[src/rtl/smt_fetch_pkg.sv]
`timescale 1ns/1ps
package smt_fetch_pkg;
    typedef enum logic [2:0] {
        HEUR_INST   = 3'd0,
        HEUR_BRANCH = 3'd1,
        HEUR_MISS   = 3'd2,
        HEUR_BLEND  = 3'd3,
        HEUR_QPOS   = 3'd4
    } heur_e;

    typedef enum logic [1:0] {
        ST_IDLE     = 2'd0,
        ST_PRIMARY  = 2'd1,
        ST_OVERRIDE = 2'd2
    } sel_state_e;
endpackage

[src/rtl/smt_evt_ctr.sv]
`timescale 1ns/1ps
module smt_evt_ctr #(
    parameter int CW = 6
) (
    input  logic          clk,
    input  logic          rst_n,
    input  logic          up,
    input  logic          dn,
    output logic [CW-1:0] cnt
);
    localparam logic [CW-1:0] CMAX = '1;

    always_ff @(posedge clk or negedge rst_n) begin
        if (!rst_n) begin
            cnt <= '0;
        end else if (up && !dn && cnt != CMAX) begin
            cnt <= cnt + 1'b1;
        end else if (dn && !up && cnt != '0) begin
            cnt <= cnt - 1'b1;
        end
    end

    AST_CTR_CEILING: assert property (@(posedge clk) disable iff (!rst_n)
        (cnt == CMAX && up && !dn) |=> (cnt == CMAX));
    AST_CTR_FLOOR: assert property (@(posedge clk) disable iff (!rst_n)
        (cnt == '0 && dn && !up) |=> (cnt == '0));
    AST_CTR_CANCEL: assert property (@(posedge clk) disable iff (!rst_n)
        (up && dn) |=> $stable(cnt));
endmodule

[src/rtl/smt_min_pick.sv]
`timescale 1ns/1ps
module smt_min_pick #(
    parameter int N  = 4,
    parameter int SW = 10,
    parameter int IW = (N > 1) ? $clog2(N) : 1
) (
    input  logic [N-1:0][SW-1:0] score,
    input  logic [N-1:0]         elig,
    input  logic [IW-1:0]        rr_ptr,
    output logic                 found,
    output logic [IW-1:0]        idx
);
    logic [SW-1:0] best;

    always_comb begin
        found = 1'b0;
        idx   = '0;
        best  = '0;
        for (int k = 0; k < N; k++) begin
            int t;
            t = int'(rr_ptr) + k;
            if (t >= N) t = t - N;
            if (elig[t] && (!found || score[t] < best)) begin
                found = 1'b1;
                idx   = IW'(t);
                best  = score[t];
            end
        end
    end
endmodule

[src/rtl/smt_fetch_sel.sv]
`timescale 1ns/1ps
module smt_fetch_sel
    import smt_fetch_pkg::*;
#(
    parameter int NTHR = 4,
    parameter int CW   = 6,
    parameter int WW   = 3,
    parameter int QW   = 4
) (
    input  logic                      clk,
    input  logic                      rst_n,
    input  logic [NTHR-1:0]           thr_elig,
    input  logic [NTHR-1:0]           inst_up,
    input  logic [NTHR-1:0]           inst_dn,
    input  logic [NTHR-1:0]           br_up,
    input  logic [NTHR-1:0]           br_dn,
    input  logic [NTHR-1:0]           miss_up,
    input  logic [NTHR-1:0]           miss_dn,
    input  logic [NTHR-1:0][QW-1:0]   q_depth,
    input  logic [2:0]                heur_sel,
    input  logic [WW-1:0]             wt_br,
    input  logic [WW-1:0]             wt_inst,
    input  logic                      ovw_en,
    input  logic [CW-1:0]             ovw_thr,
    output logic [NTHR-1:0]           gnt_oh,
    output logic                      gnt_vld,
    output logic                      gnt_ovr
);
    localparam int IW = (NTHR > 1) ? $clog2(NTHR) : 1;
    localparam int SW = CW + WW + 1;
    localparam logic [QW-1:0] QTOP = '1;

    logic [NTHR-1:0][CW-1:0] inst_cnt, br_cnt, miss_cnt;
    logic [NTHR-1:0][SW-1:0] pri_score;

    generate
        for (genvar t = 0; t < NTHR; t++) begin : g_thr
            smt_evt_ctr #(.CW(CW)) u_inst (
                .clk(clk), .rst_n(rst_n), .up(inst_up[t]), .dn(inst_dn[t]), .cnt(inst_cnt[t]));
            smt_evt_ctr #(.CW(CW)) u_br (
                .clk(clk), .rst_n(rst_n), .up(br_up[t]), .dn(br_dn[t]), .cnt(br_cnt[t]));
            smt_evt_ctr #(.CW(CW)) u_miss (
                .clk(clk), .rst_n(rst_n), .up(miss_up[t]), .dn(miss_dn[t]), .cnt(miss_cnt[t]));

            always_comb begin
                case (heur_e'(heur_sel))
                    HEUR_BRANCH: pri_score[t] = SW'(br_cnt[t]);
                    HEUR_MISS:   pri_score[t] = SW'(miss_cnt[t]);
                    HEUR_BLEND:  pri_score[t] = SW'(wt_br) * SW'(br_cnt[t])
                                              + SW'(wt_inst) * SW'(inst_cnt[t]);
                    HEUR_QPOS:   pri_score[t] = SW'(QTOP - q_depth[t]);
                    default:     pri_score[t] = SW'(inst_cnt[t]);
                endcase
            end
        end
    endgenerate

    sel_state_e    state, state_nx;
    logic [IW-1:0] gnt_idx, idx_nx, rr_ptr;
    logic          pri_found, ms_found, take_ovr;
    logic [IW-1:0] pri_idx, ms_idx;
    logic [CW-1:0] miss_gap;

    smt_min_pick #(.N(NTHR), .SW(SW), .IW(IW)) u_pri (
        .score(pri_score), .elig(thr_elig), .rr_ptr(rr_ptr),
        .found(pri_found), .idx(pri_idx));

    smt_min_pick #(.N(NTHR), .SW(CW), .IW(IW)) u_miss_pick (
        .score(miss_cnt), .elig(thr_elig), .rr_ptr(rr_ptr),
        .found(ms_found), .idx(ms_idx));

    always_comb begin
        miss_gap = miss_cnt[pri_idx] - miss_cnt[ms_idx];
        take_ovr = ovw_en && pri_found && ms_found && (miss_gap >= ovw_thr);
        if (!pri_found) begin
            state_nx = ST_IDLE;
            idx_nx   = '0;
        end else if (take_ovr) begin
            state_nx = ST_OVERRIDE;
            idx_nx   = ms_idx;
        end else begin
            state_nx = ST_PRIMARY;
            idx_nx   = pri_idx;
        end
    end

    // state register, grant index and round-robin pointer
    always_ff @(posedge clk or negedge rst_n) begin
        if (!rst_n) begin
            state   <= ST_IDLE;
            gnt_idx <= '0;
            rr_ptr  <= '0;
        end else begin
            state   <= state_nx;
            gnt_idx <= idx_nx;
            if (state_nx != ST_IDLE) begin
                rr_ptr <= (int'(idx_nx) == NTHR - 1) ? '0 : idx_nx + 1'b1;
            end
        end
    end

    // outputs decoded from the registered state
    always_comb begin
        gnt_oh  = '0;
        gnt_vld = 1'b0;
        gnt_ovr = 1'b0;
        unique case (state)
            ST_IDLE: begin
                gnt_vld = 1'b0;
            end
            ST_PRIMARY: begin
                gnt_oh[gnt_idx] = 1'b1;
                gnt_vld         = 1'b1;
            end
            ST_OVERRIDE: begin
                gnt_oh[gnt_idx] = 1'b1;
                gnt_vld         = 1'b1;
                gnt_ovr         = 1'b1;
            end
            default: begin
                gnt_vld = 1'b0;
            end
        endcase
    end

    AST_ONE_GRANT: assert property (@(posedge clk) disable iff (!rst_n)
        gnt_vld |-> ($countones(gnt_oh) == 1));
    AST_IDLE_CLEAR: assert property (@(posedge clk) disable iff (!rst_n)
        !gnt_vld |-> (gnt_oh == '0 && !gnt_ovr));
    AST_VALID_FOLLOWS: assert property (@(posedge clk) disable iff (!rst_n)
        (|thr_elig) |=> gnt_vld);
    AST_EMPTY_NO_GRANT: assert property (@(posedge clk) disable iff (!rst_n)
        !(|thr_elig) |=> !gnt_vld);
    AST_ELIG_ONLY: assert property (@(posedge clk) disable iff (!rst_n)
        gnt_vld |-> ((gnt_oh & ~$past(thr_elig)) == '0));
    AST_OVR_GATED: assert property (@(posedge clk) disable iff (!rst_n)
        gnt_ovr |-> $past(ovw_en));
endmodule

[config.mk]
export PLATFORM = sky130hd
export DESIGN_NAME = smt_fetch_sel
export DESIGN_NICKNAME = d
export VERILOG_FILES = /design/src/rtl/smt_fetch_pkg.sv /design/src/rtl/smt_evt_ctr.sv /design/src/rtl/smt_min_pick.sv /design/src/rtl/smt_fetch_sel.sv
export SDC_FILE = /design/constraint.sdc
export NUM_CORES = 1
export LEC_CHECK = 0
export BUFFER_PORTS_ARGS = -buffer_cell sky130_fd_sc_hd__buf_2
export CAP_MARGIN = 20
export CORE_AREA = 3 3 230 232
export CTS_BUF_LIST = sky130_fd_sc_hd__clkbuf_4
export CTS_CLUSTER_DIAMETER = 100
export DETAILED_ROUTE_END_ITERATION = 16
export DIE_AREA = 0 0 233 235
export GPL_TIMING_DRIVEN = 0
export PLACE_DENSITY = 0.45
export SYNTH_ARGS = -nofsm -noshare
export SYNTH_HDL_FRONTEND = slang
export SYNTH_SLANG_ARGS = --single-unit
[constraint.sdc]
create_clock -name clk -period 12.3 [get_ports clk]
set_input_delay 1.23 -clock clk [delete_from_list [all_inputs] [get_ports clk]]
set_output_delay 1.23 -clock clk [all_outputs]
set_load 0.02 [all_outputs]
After elaboration in Yosys (flattened, before gate mapping) --
Cells that the tools add are included.
Storage, ports and cells: bits of input ports 62, word-level logic and storage cells 323, bits in latches 0, memory bits (read-only) 0, flip-flop bits (word level) 78, bits in writable memories 0, memories kept 0
Operators by class: $lt $le $gt $ge 19, $add $sub $neg 41, eq/ne operators 19, shift-type cells 0, bitwise gates (word level) 0, mux-type cells 102, div/mod/pow operators 0, multiply operators 8, reductions and logical operators 119
Operators by type and width (count):
- 2-to-1 mux 6 bit | 37
- case mux 10 bit (4 select lines) | 4
- less-than comparator 32 x 4 -> 1 bit, second input constant | 4
- 2-to-1 mux 32 bit | 4
- 2-to-1 mux 10 bit | 11
- >= comparator 32 x 4 -> 1 bit, second input constant | 3
- subtractor 32 x 4 -> 32 bit, second input constant | 3
- binary-select mux 10 bit (select 2 bit) | 4
- adder 6 x 1 -> 6 bit, second input constant | 12
- binary-select mux 6 bit (select 2 bit) | 6
- multiplier 3 x 6 -> 9 bit | 8
- inequality test 6 bit, second input constant | 12
- nonzero test 6 bit | 12
- subtractor 6 x 1 -> 6 bit, second input constant | 12
- logical AND 1 bit | 58
- adder 9 x 9 -> 10 bit | 4
- less-than comparator 10 bit | 3
- zero test 1 bit | 29
- nonzero test 2 bit | 13
- 2-to-1 mux 2 bit | 12
- subtractor 4 x 4 -> 5 bit, first input constant | 4
- less-than comparator 6 bit | 3
- 2-to-1 mux 1 bit | 18
- less-than comparator 2 x 3 -> 1 bit, second input constant | 3
- other kinds (18) | 29

Longest topological paths before layout --
Gate-level depths: netlist of the first run.
depth after elaboration 28, depth in mapped cells 69, depth with buffers taken out 63

Modules after synthesis --
From an unflattened synthesis of the first run, not the netlist that was laid out.
Second synthesis, totals: cell total of the unflattened synthesis 1741, area total of the unflattened synthesis 15791.4 µm²
By module, submodules not included:
- smt_fetch_sel | cells an instance 751, area each 6095.8 µm², sequential area each 150.1 µm², instances 1
- smt_evt_ctr | cells an instance 46, area each 501.7 µm², sequential area each 150.1 µm², instances 12
- smt_min_pick at u_pri | cells an instance 254, area each 2204.6 µm², sequential area each 0.0 µm², instances 1
- smt_min_pick at u_miss_pick | cells an instance 184, area each 1470.2 µm², sequential area each 0.0 µm², instances 1

Worst setup path before layout of the first run --
OpenSTA, ideal clock, no wires.
path kind input port to flip-flop, start in wt_inst[1], end reg rr_ptr[1], arrival time 13.645 ns, slack -1.470 ns, data required time 12.175 ns, buffers on the path 5, stages on the path 62, cell sequence clkbuf_1 and2_1 fa_1 fa_1 inv_1 fa_1 inv_1 ha_1 a21o_1 a21oi_1 xnor2_1 a221oi_1 mux2_2 nor2_1 a21oi_1 or2_2 ha_1 a2111oi_0 [... 26 more ...] a311oi_1 and2_4 a21oi_4 mux2_4 ha_1 inv_1 fa_1 ha_1 a21o_1 a21oi_1 nor2b_1 o21ai_0 nand2b_1 a21oi_1 nor2b_1 o21ai_0 ha_1 mux2_2
On the way: longest elaborated chain between the ends 28, elaborated cells between the ends (all ways) 59
Ends and longest elaborated chain:
- from (decl) | RTL line smt_fetch_sel.sv:22 | input logic [WW-1:0] wt_inst,
- multiplier 3 x 6 -> 9 bit | RTL line smt_fetch_sel.sv:50 | + SW'(wt_inst) * SW'(inst_cnt[t]);
- adder 9 x 9 -> 10 bit | RTL line smt_fetch_sel.sv:50
- case mux 10 bit (4 select lines) | RTL line smt_fetch_sel.sv:46 | case (heur_e'(heur_sel))
- binary-select mux 10 bit (select 2 bit)
- 2-to-1 mux 10 bit (2 in series)
- 2-to-1 mux 10 bit | RTL line smt_min_pick.sv:23 | if (elig[t] && (!found || score[t] < best)) begin
- less-than comparator 10 bit | RTL line smt_min_pick.sv:23
- logical OR 1 bit | RTL line smt_min_pick.sv:23
- [... 12 more ...]
- subtractor 6 bit | RTL line smt_fetch_sel.sv:73 | miss_gap = miss_cnt[pri_idx] - miss_cnt[ms_idx];
- >= comparator 6 bit | RTL line smt_fetch_sel.sv:74 | take_ovr = ovw_en && pri_found && ms_found && (miss_gap >= ovw_thr);
- logical AND 1 bit | RTL line smt_fetch_sel.sv:74
- 2-to-1 mux 2 bit | RTL line smt_fetch_sel.sv:78 | end else if (take_ovr) begin
- 2-to-1 mux 2 bit * | RTL line smt_fetch_sel.sv:75 | if (!pri_found) begin
- via idx_nx[0] | RTL line smt_fetch_sel.sv:59 | logic [IW-1:0] gnt_idx, idx_nx, rr_ptr;
- adder 2 x 1 -> 2 bit / equality test 2 x 1 -> 1 bit (equally long branches) | RTL line smt_fetch_sel.sv:97 | rr_ptr <= (int'(idx_nx) == NTHR - 1) ? '0 : idx_nx + 1'b1;
- 2-to-1 mux 2 bit * | RTL line smt_fetch_sel.sv:97
- to (signal assigned) | RTL line smt_fetch_sel.sv:97
- to (decl) | RTL line smt_fetch_sel.sv:59
Mark *: on every way through the listed nets, which the timed path passes. The rest lies on a longest branch. The select of a mux whose other input is x is not followed. A chain may end at the register's enable or synchronous reset.

Worst setup path after layout of the first run --
start in wt_inst[0], end reg rr_ptr[1]
The elaborated chain is that of the path after synthesis.

==> qor.yml, run 1 <==
grt_pass1_wl_um: 83800
synth.top_cells.by_count: "inv_1, ha_1, and2_1"
place.gp.congestion: 0.886
critPathLaunchType: "primary input"
cts_root_buffer: "clkbuf_4"
async_reset_ff_share_pct: 100
clock_latency_ns: 0.60
syn_area_mm2: 0.0153
routed-via-count: 13900
fmax_mhz: 76.0
critPathMaxFanout: 8
slew_violations: 0
clock-sinks: 78
yosysSeqAreaShare_pct: 12.8
crit_top_cell: "ha_4"
crit_arrival_ns: 13.62
hold_viol_final: 0
min_path_type: "in -> async"
violations: "negative setup slack"
path_clk_slew_ns: 0.15
ant_nets: 0
wirelength_um: 53900
outcome: "finished with violations"
max-clock-path-buffers: 2
fin_crit_sh_pct: 107
critPathSlowestCell: "fa_2"
layout_setup_ws_ns: -0.851
rsz0062_at_grt: "yes"
die_w_um: 233
first_global_vias: 14100
drive_above_1_share_pct: 24.3
grt_util_all_layers_pct: 19.8
yosysTopAreaCellShare_pct: 13.0
nets: 2283
cts-buffers-inserted: 9
dpl.hpwl_um: 41700
max_stage_delay_ns: 0.58
synth_enable_flop_cells: 0
netlist_instances: 1793
overflow: 0
grt_max_degree: 55
die_area_mm2: 0.0548
synth_top_cell_by_area: "ha_1"
synth_fp_nets: 2111
yosys_warnings: 0
cts_max_level: 3
fillers: 5208
tightest_slew_ns: 0.965
synth.distinct_cells: 84
die_h_um: 235
ys.flop_type: "dfrtp_1"
io_buffers: 66
cp.required_ns: 12.77
drv_cap: 0
finalNonFillerCells: 2653
syn_area_per_cell_um2: 8.52
post-route-drc-count: 0
vias_per_cell: 5.25
wire_per_inst_um: 20.3
clock_skew_ns: 0.0331
start_util_pct: 29.8
core_mm2: 0.0512
crit_start: "wt_inst[0]"
max_slew_margin_pct: 35.2
io_pins: 68
drt-pass1-iter-count: 7
antenna_found_initial: 2
ys_seq_elements: 78
cts_hold_buffers: 0
r2r_start: "g_thr[2].u_br.cnt[0]"
numPlacedInstances: 2540
worst-r2r-cell-count: 64
end_kind: "flip-flop"
worstSetupPathType: "in -> reg"
synth.most_common_cell: "inv_1"
period_needed_ns: 13.15
netlist_top_cells_area: "ha_1, dfrtp_1, fa_1"
cts_tree: "built"
drt_iter0_markers: 963
fp-row-count: 83
area_growth_pct: 21.2
final-setup-viol-count: 6
-- metal layers --
layer | global-route usage [%] | wire (um)
met5 | 0 | 0
met4 | 5.08 | 1030
met3 | 3.07 | 3020
met2 | 33.6 | 25900
met1 | 26.2 | 23900
-- critical path, delay by kind of cell --
family                     cells  cell delay (ns)
buffers and inverters         10             1.26
AOI/OAI and AO/OA             24             4.30
adders and majority gates     12             3.93
muxes                          6             1.31
and+or+nand+nor               13             1.36
xor gates and xnor gates       1             0.19
-- worst paths after layout --
check / endpoint / slack (ns)
worst max-delay path: rr_ptr[1] / -0.85
worst min-delay path: g_thr[1].u_miss.cnt[2] / 0.53
worst max register to register: rr_ptr[1] / -0.66
worst min register to register: g_thr[1].u_br.cnt[3] / 0.68
max in group asynchronous: g_thr[2].u_inst.cnt[0] / 11.07
min in group clk: g_thr[1].u_br.cnt[3] / 0.68
-- registers in the layout, summed over array words and instances (netlist names) --
signal and cells:
gnt_idx 2, g_thr.u_br.cnt 24, g_thr.u_miss.cnt 24, state 2, rr_ptr 2, g_thr.u_inst.cnt 24
-- cell type report --
class,count,area [um^2],share of cell area [%]
flip-flops and latches,78,1950,10.6
diodes,3,7.51,0.0406
repair buffers,168,1240,6.69
well taps,680,851,4.60
clock buffers,12,90.1,0.487
inverters,190,716,3.87
multi-input cells,1405,12900,69.5
clock inverters,4,47.5,0.257
plain buffers,113,739,3.99
-- logic make-up (layout without fill, tap and decap cells) --
| family | Yosys count | count (layout) | synth area share, % |
|---|---|---|---|
| other cells | 0 | 3 | 0 |
| compound gates | 439 | 439 | 19.8 |
| mux | 154 | 154 | 12.7 |
| flops | 78 | 78 | 12.8 |
| xor+xnor | 89 | 89 | 5.10 |
| buf+inv | 310 | 487 | 8.01 |
| fa+ha+maj | 256 | 256 | 25.7 |
| simple gates | 467 | 467 | 15.9 |
-- what timing repair did --
action                     CTS  global route
resized for setup          138            49
setup buffers               85            15
gates cloned                 4             0
setup endpoints to repair    6             6
pin swaps                   87            55
-- per-stage QoR --
stage               area, um^2  TNS, ns  utilization [%]  worst slack, ns  hold WS [ns]
finish                   18500    -2.83             36.2           -0.851         0.534
global route             18500    -5.85             36.1            -1.37         0.508
CTS                      18200    -1.55             35.6           -0.572         0.474
detailed placement       16800   -15.35             32.7            -3.04         0.667
global placement         16700   -14.25             32.7            -2.85         0.654
floorplan                15500   -0.409                -           -0.289         0.512
-- cells in the final DEF (no fill, tap or decap), drive strengths merged, types with 13 or more instances in the layout --
cell type and count:
buf 200, inv 189, ha 159, and2 134, a21oi 125, nand2 124
fa 97, nor2 93, clkbuf 93, dfrtp 78, mux2i 77, xnor2 68
o21ai 66, mux2 51, a21o 46, mux4 26, o21bai 26, nand3 24
xor2 21, o21a 17, or2 17, a211oi 17, o211ai 15, a22o 15
a221oi 14, or4 13
Power of run 1 is not shown: default switching activity piles up to over one toggle a cycle in this logic, so the estimate is an artifact.
==> run 2: changes to the inputs <==
--- a/config.mk
+++ b/config.mk
@@ -13,7 +13,7 @@
 export DETAILED_ROUTE_END_ITERATION = 16
 export DIE_AREA = 0 0 233 235
 export GPL_TIMING_DRIVEN = 0
-export PLACE_DENSITY = 0.45
+export PLACE_DENSITY = 0.43
 export SYNTH_ARGS = -nofsm -noshare
 export SYNTH_HDL_FRONTEND = slang
 export SYNTH_SLANG_ARGS = --single-unit
==> constraint.sdc (replaced) <==
create_clock -name clk -period 16.4 [get_ports clk]
set_input_delay 1.64 -clock clk [delete_from_list [all_inputs] [get_ports clk]]
set_output_delay 1.64 -clock clk [all_outputs]
set_load 0.02 [all_outputs]
==> qor.yml, run 2 (synthesized netlist as in run 1, its figures left out) <==
outcome: "finished clean"
io_pins: 68
critPathTopFamily: "compound AO/OA/AOI/OAI gates"
critPathSlowestCell: "a221oi_1"
cts_root_buffer: "clkbuf_4"
fillers: 5499
period_needed_ns: 15.35
wirelength_um: 52300
cts_tree: "built"
ant_nets: 0
hold_viol_final: 0
top_regs: "g_thr.u_br.cnt (24), g_thr.u_inst.cnt (24), g_thr.u_miss.cnt (24)"
max_slew_margin_pct: 41.3
clock_skew_ns: 0.0256
cp.required_ns: 16.88
slew_violations: 0
fmax_mhz: 65.2
final_common_cell: "inv_1"
max-clock-path-buffers: 2
fin_crit_sh_pct: 93.6
drv_cap: 0
final-setup-viol-count: 0
nets: 2191
path_clk_slew_ns: 0.15
cts_max_level: 3
die_w_um: 233
max_stage_delay_ns: 0.56
io_buffers: 66
clock-sinks: 78
grt_pass1_wl_um: 81100
die_h_um: 235
dpl.hpwl_um: 41900
start_util_pct: 29.8
numPlacedInstances: 2540
drt_iter0_markers: 813
area_growth_pct: 9.41
vias_per_cell: 5.24
finalNonFillerCells: 2559
clock_latency_ns: 0.58
critPathMaxFanout: 10
post-route-drc-count: 0
worstSetupPathType: "in -> reg"
end_kind: "flip-flop"
crit_start: "wt_inst[0]"
first_global_vias: 13400
overflow: 0
place.gp.congestion: 0.874
crit_buf_inv: 9
crit_top_cell: "ha_1"
grt_max_degree: 53
critPathLaunchType: "primary input"
routed-via-count: 13400
fp-row-count: 83
final_cell_mix: "inv_1, ha_1, and2_1, a21oi_1, nand2_1"
core_mm2: 0.0512
crit_arrival_ns: 15.83
cts-buffers-inserted: 9
drive_above_1_share_pct: 12.6
antenna_found_initial: 5
min_from: "g_thr[2].u_br.cnt[5]"
die_area_mm2: 0.0548
tightest_slew_ns: 0.874
min_path_type: "reg -> reg"
grt_util_all_layers_pct: 19.3
r2r_start: "g_thr[2].u_inst.cnt[2]"
wire_per_inst_um: 20.4
drt-pass1-iter-count: 5
## run 2: cell count changes in the layout (fill, tap and decap cells not counted), moves of 13 or more
cell      before  now
buf_4         95    9
a21oi_1       97  124
clkbuf_1      57   70
and2_4        16    1
ha_4          14    0
and2_1       118  133
a21oi_2       24    0
ha_1         137  159
o21ai_0       48   64
## run 2: per-stage QoR
stage	instance area [um^2]	TNS, ns	hold slack [ns]	worst slack, ns	utilization [%]
floorplan	15300	0	0.512	2.22	-
global placement	16500	-1.68	0.650	-0.723	32.1
detailed placement	16500	-2.87	0.652	-0.913	32.2
CTS	16700	0	0.676	0.154	32.5
global route	16700	-0.00541	0.696	-0.00541	32.6
finish	16700	0	0.671	1.05	32.6
## run 2: timing repair
item / in CTS / in global routing
resized for setup: 5 / 22
hold buffers: 0 / 0
pin swaps: 0 / 1
setup endpoints to repair: 2 / 6
buffers inserted: 0 / 1
## run 2: layout make-up
type	instances	area (um^2)	share of cell area [%]
repair buffers	69	375	2.25
multi-input cells	1405	12100	72.6
flip-flops and latches	78	1950	11.7
diodes	1	2.50	0.0150
well taps	680	851	5.09
clock inverters	5	83.8	0.502
clock buffers	11	82.6	0.494
inverters	190	713	4.27
plain buffers	120	526	3.14
## run 2: routing by layer
metal  share of wire (%)  vias to the layer above  track usage, %
li1                    -                     6430               -
met1                  47                     6568            27.2
met2                  45                      339            30.6
met3                 5.0                       62            2.84
met4                 2.7                        2            5.92
met5               0.034                        -               0
## run 2: final timing paths
check	endpoint	slack, ns	cells after the start
worst min-delay path	g_thr[2].u_br.cnt[5]	0.67	1
min in group asynchronous	g_thr[0].u_inst.cnt[2]	0.97	1
worst max-delay path	rr_ptr[1]	1.05	63
worst min register to register	g_thr[2].u_br.cnt[5]	0.67	1
max in group asynchronous	g_thr[3].u_br.cnt[1]	14.75	2
worst max register to register	rr_ptr[1]	1.61	62
Power of run 2 is left out for the same reason.
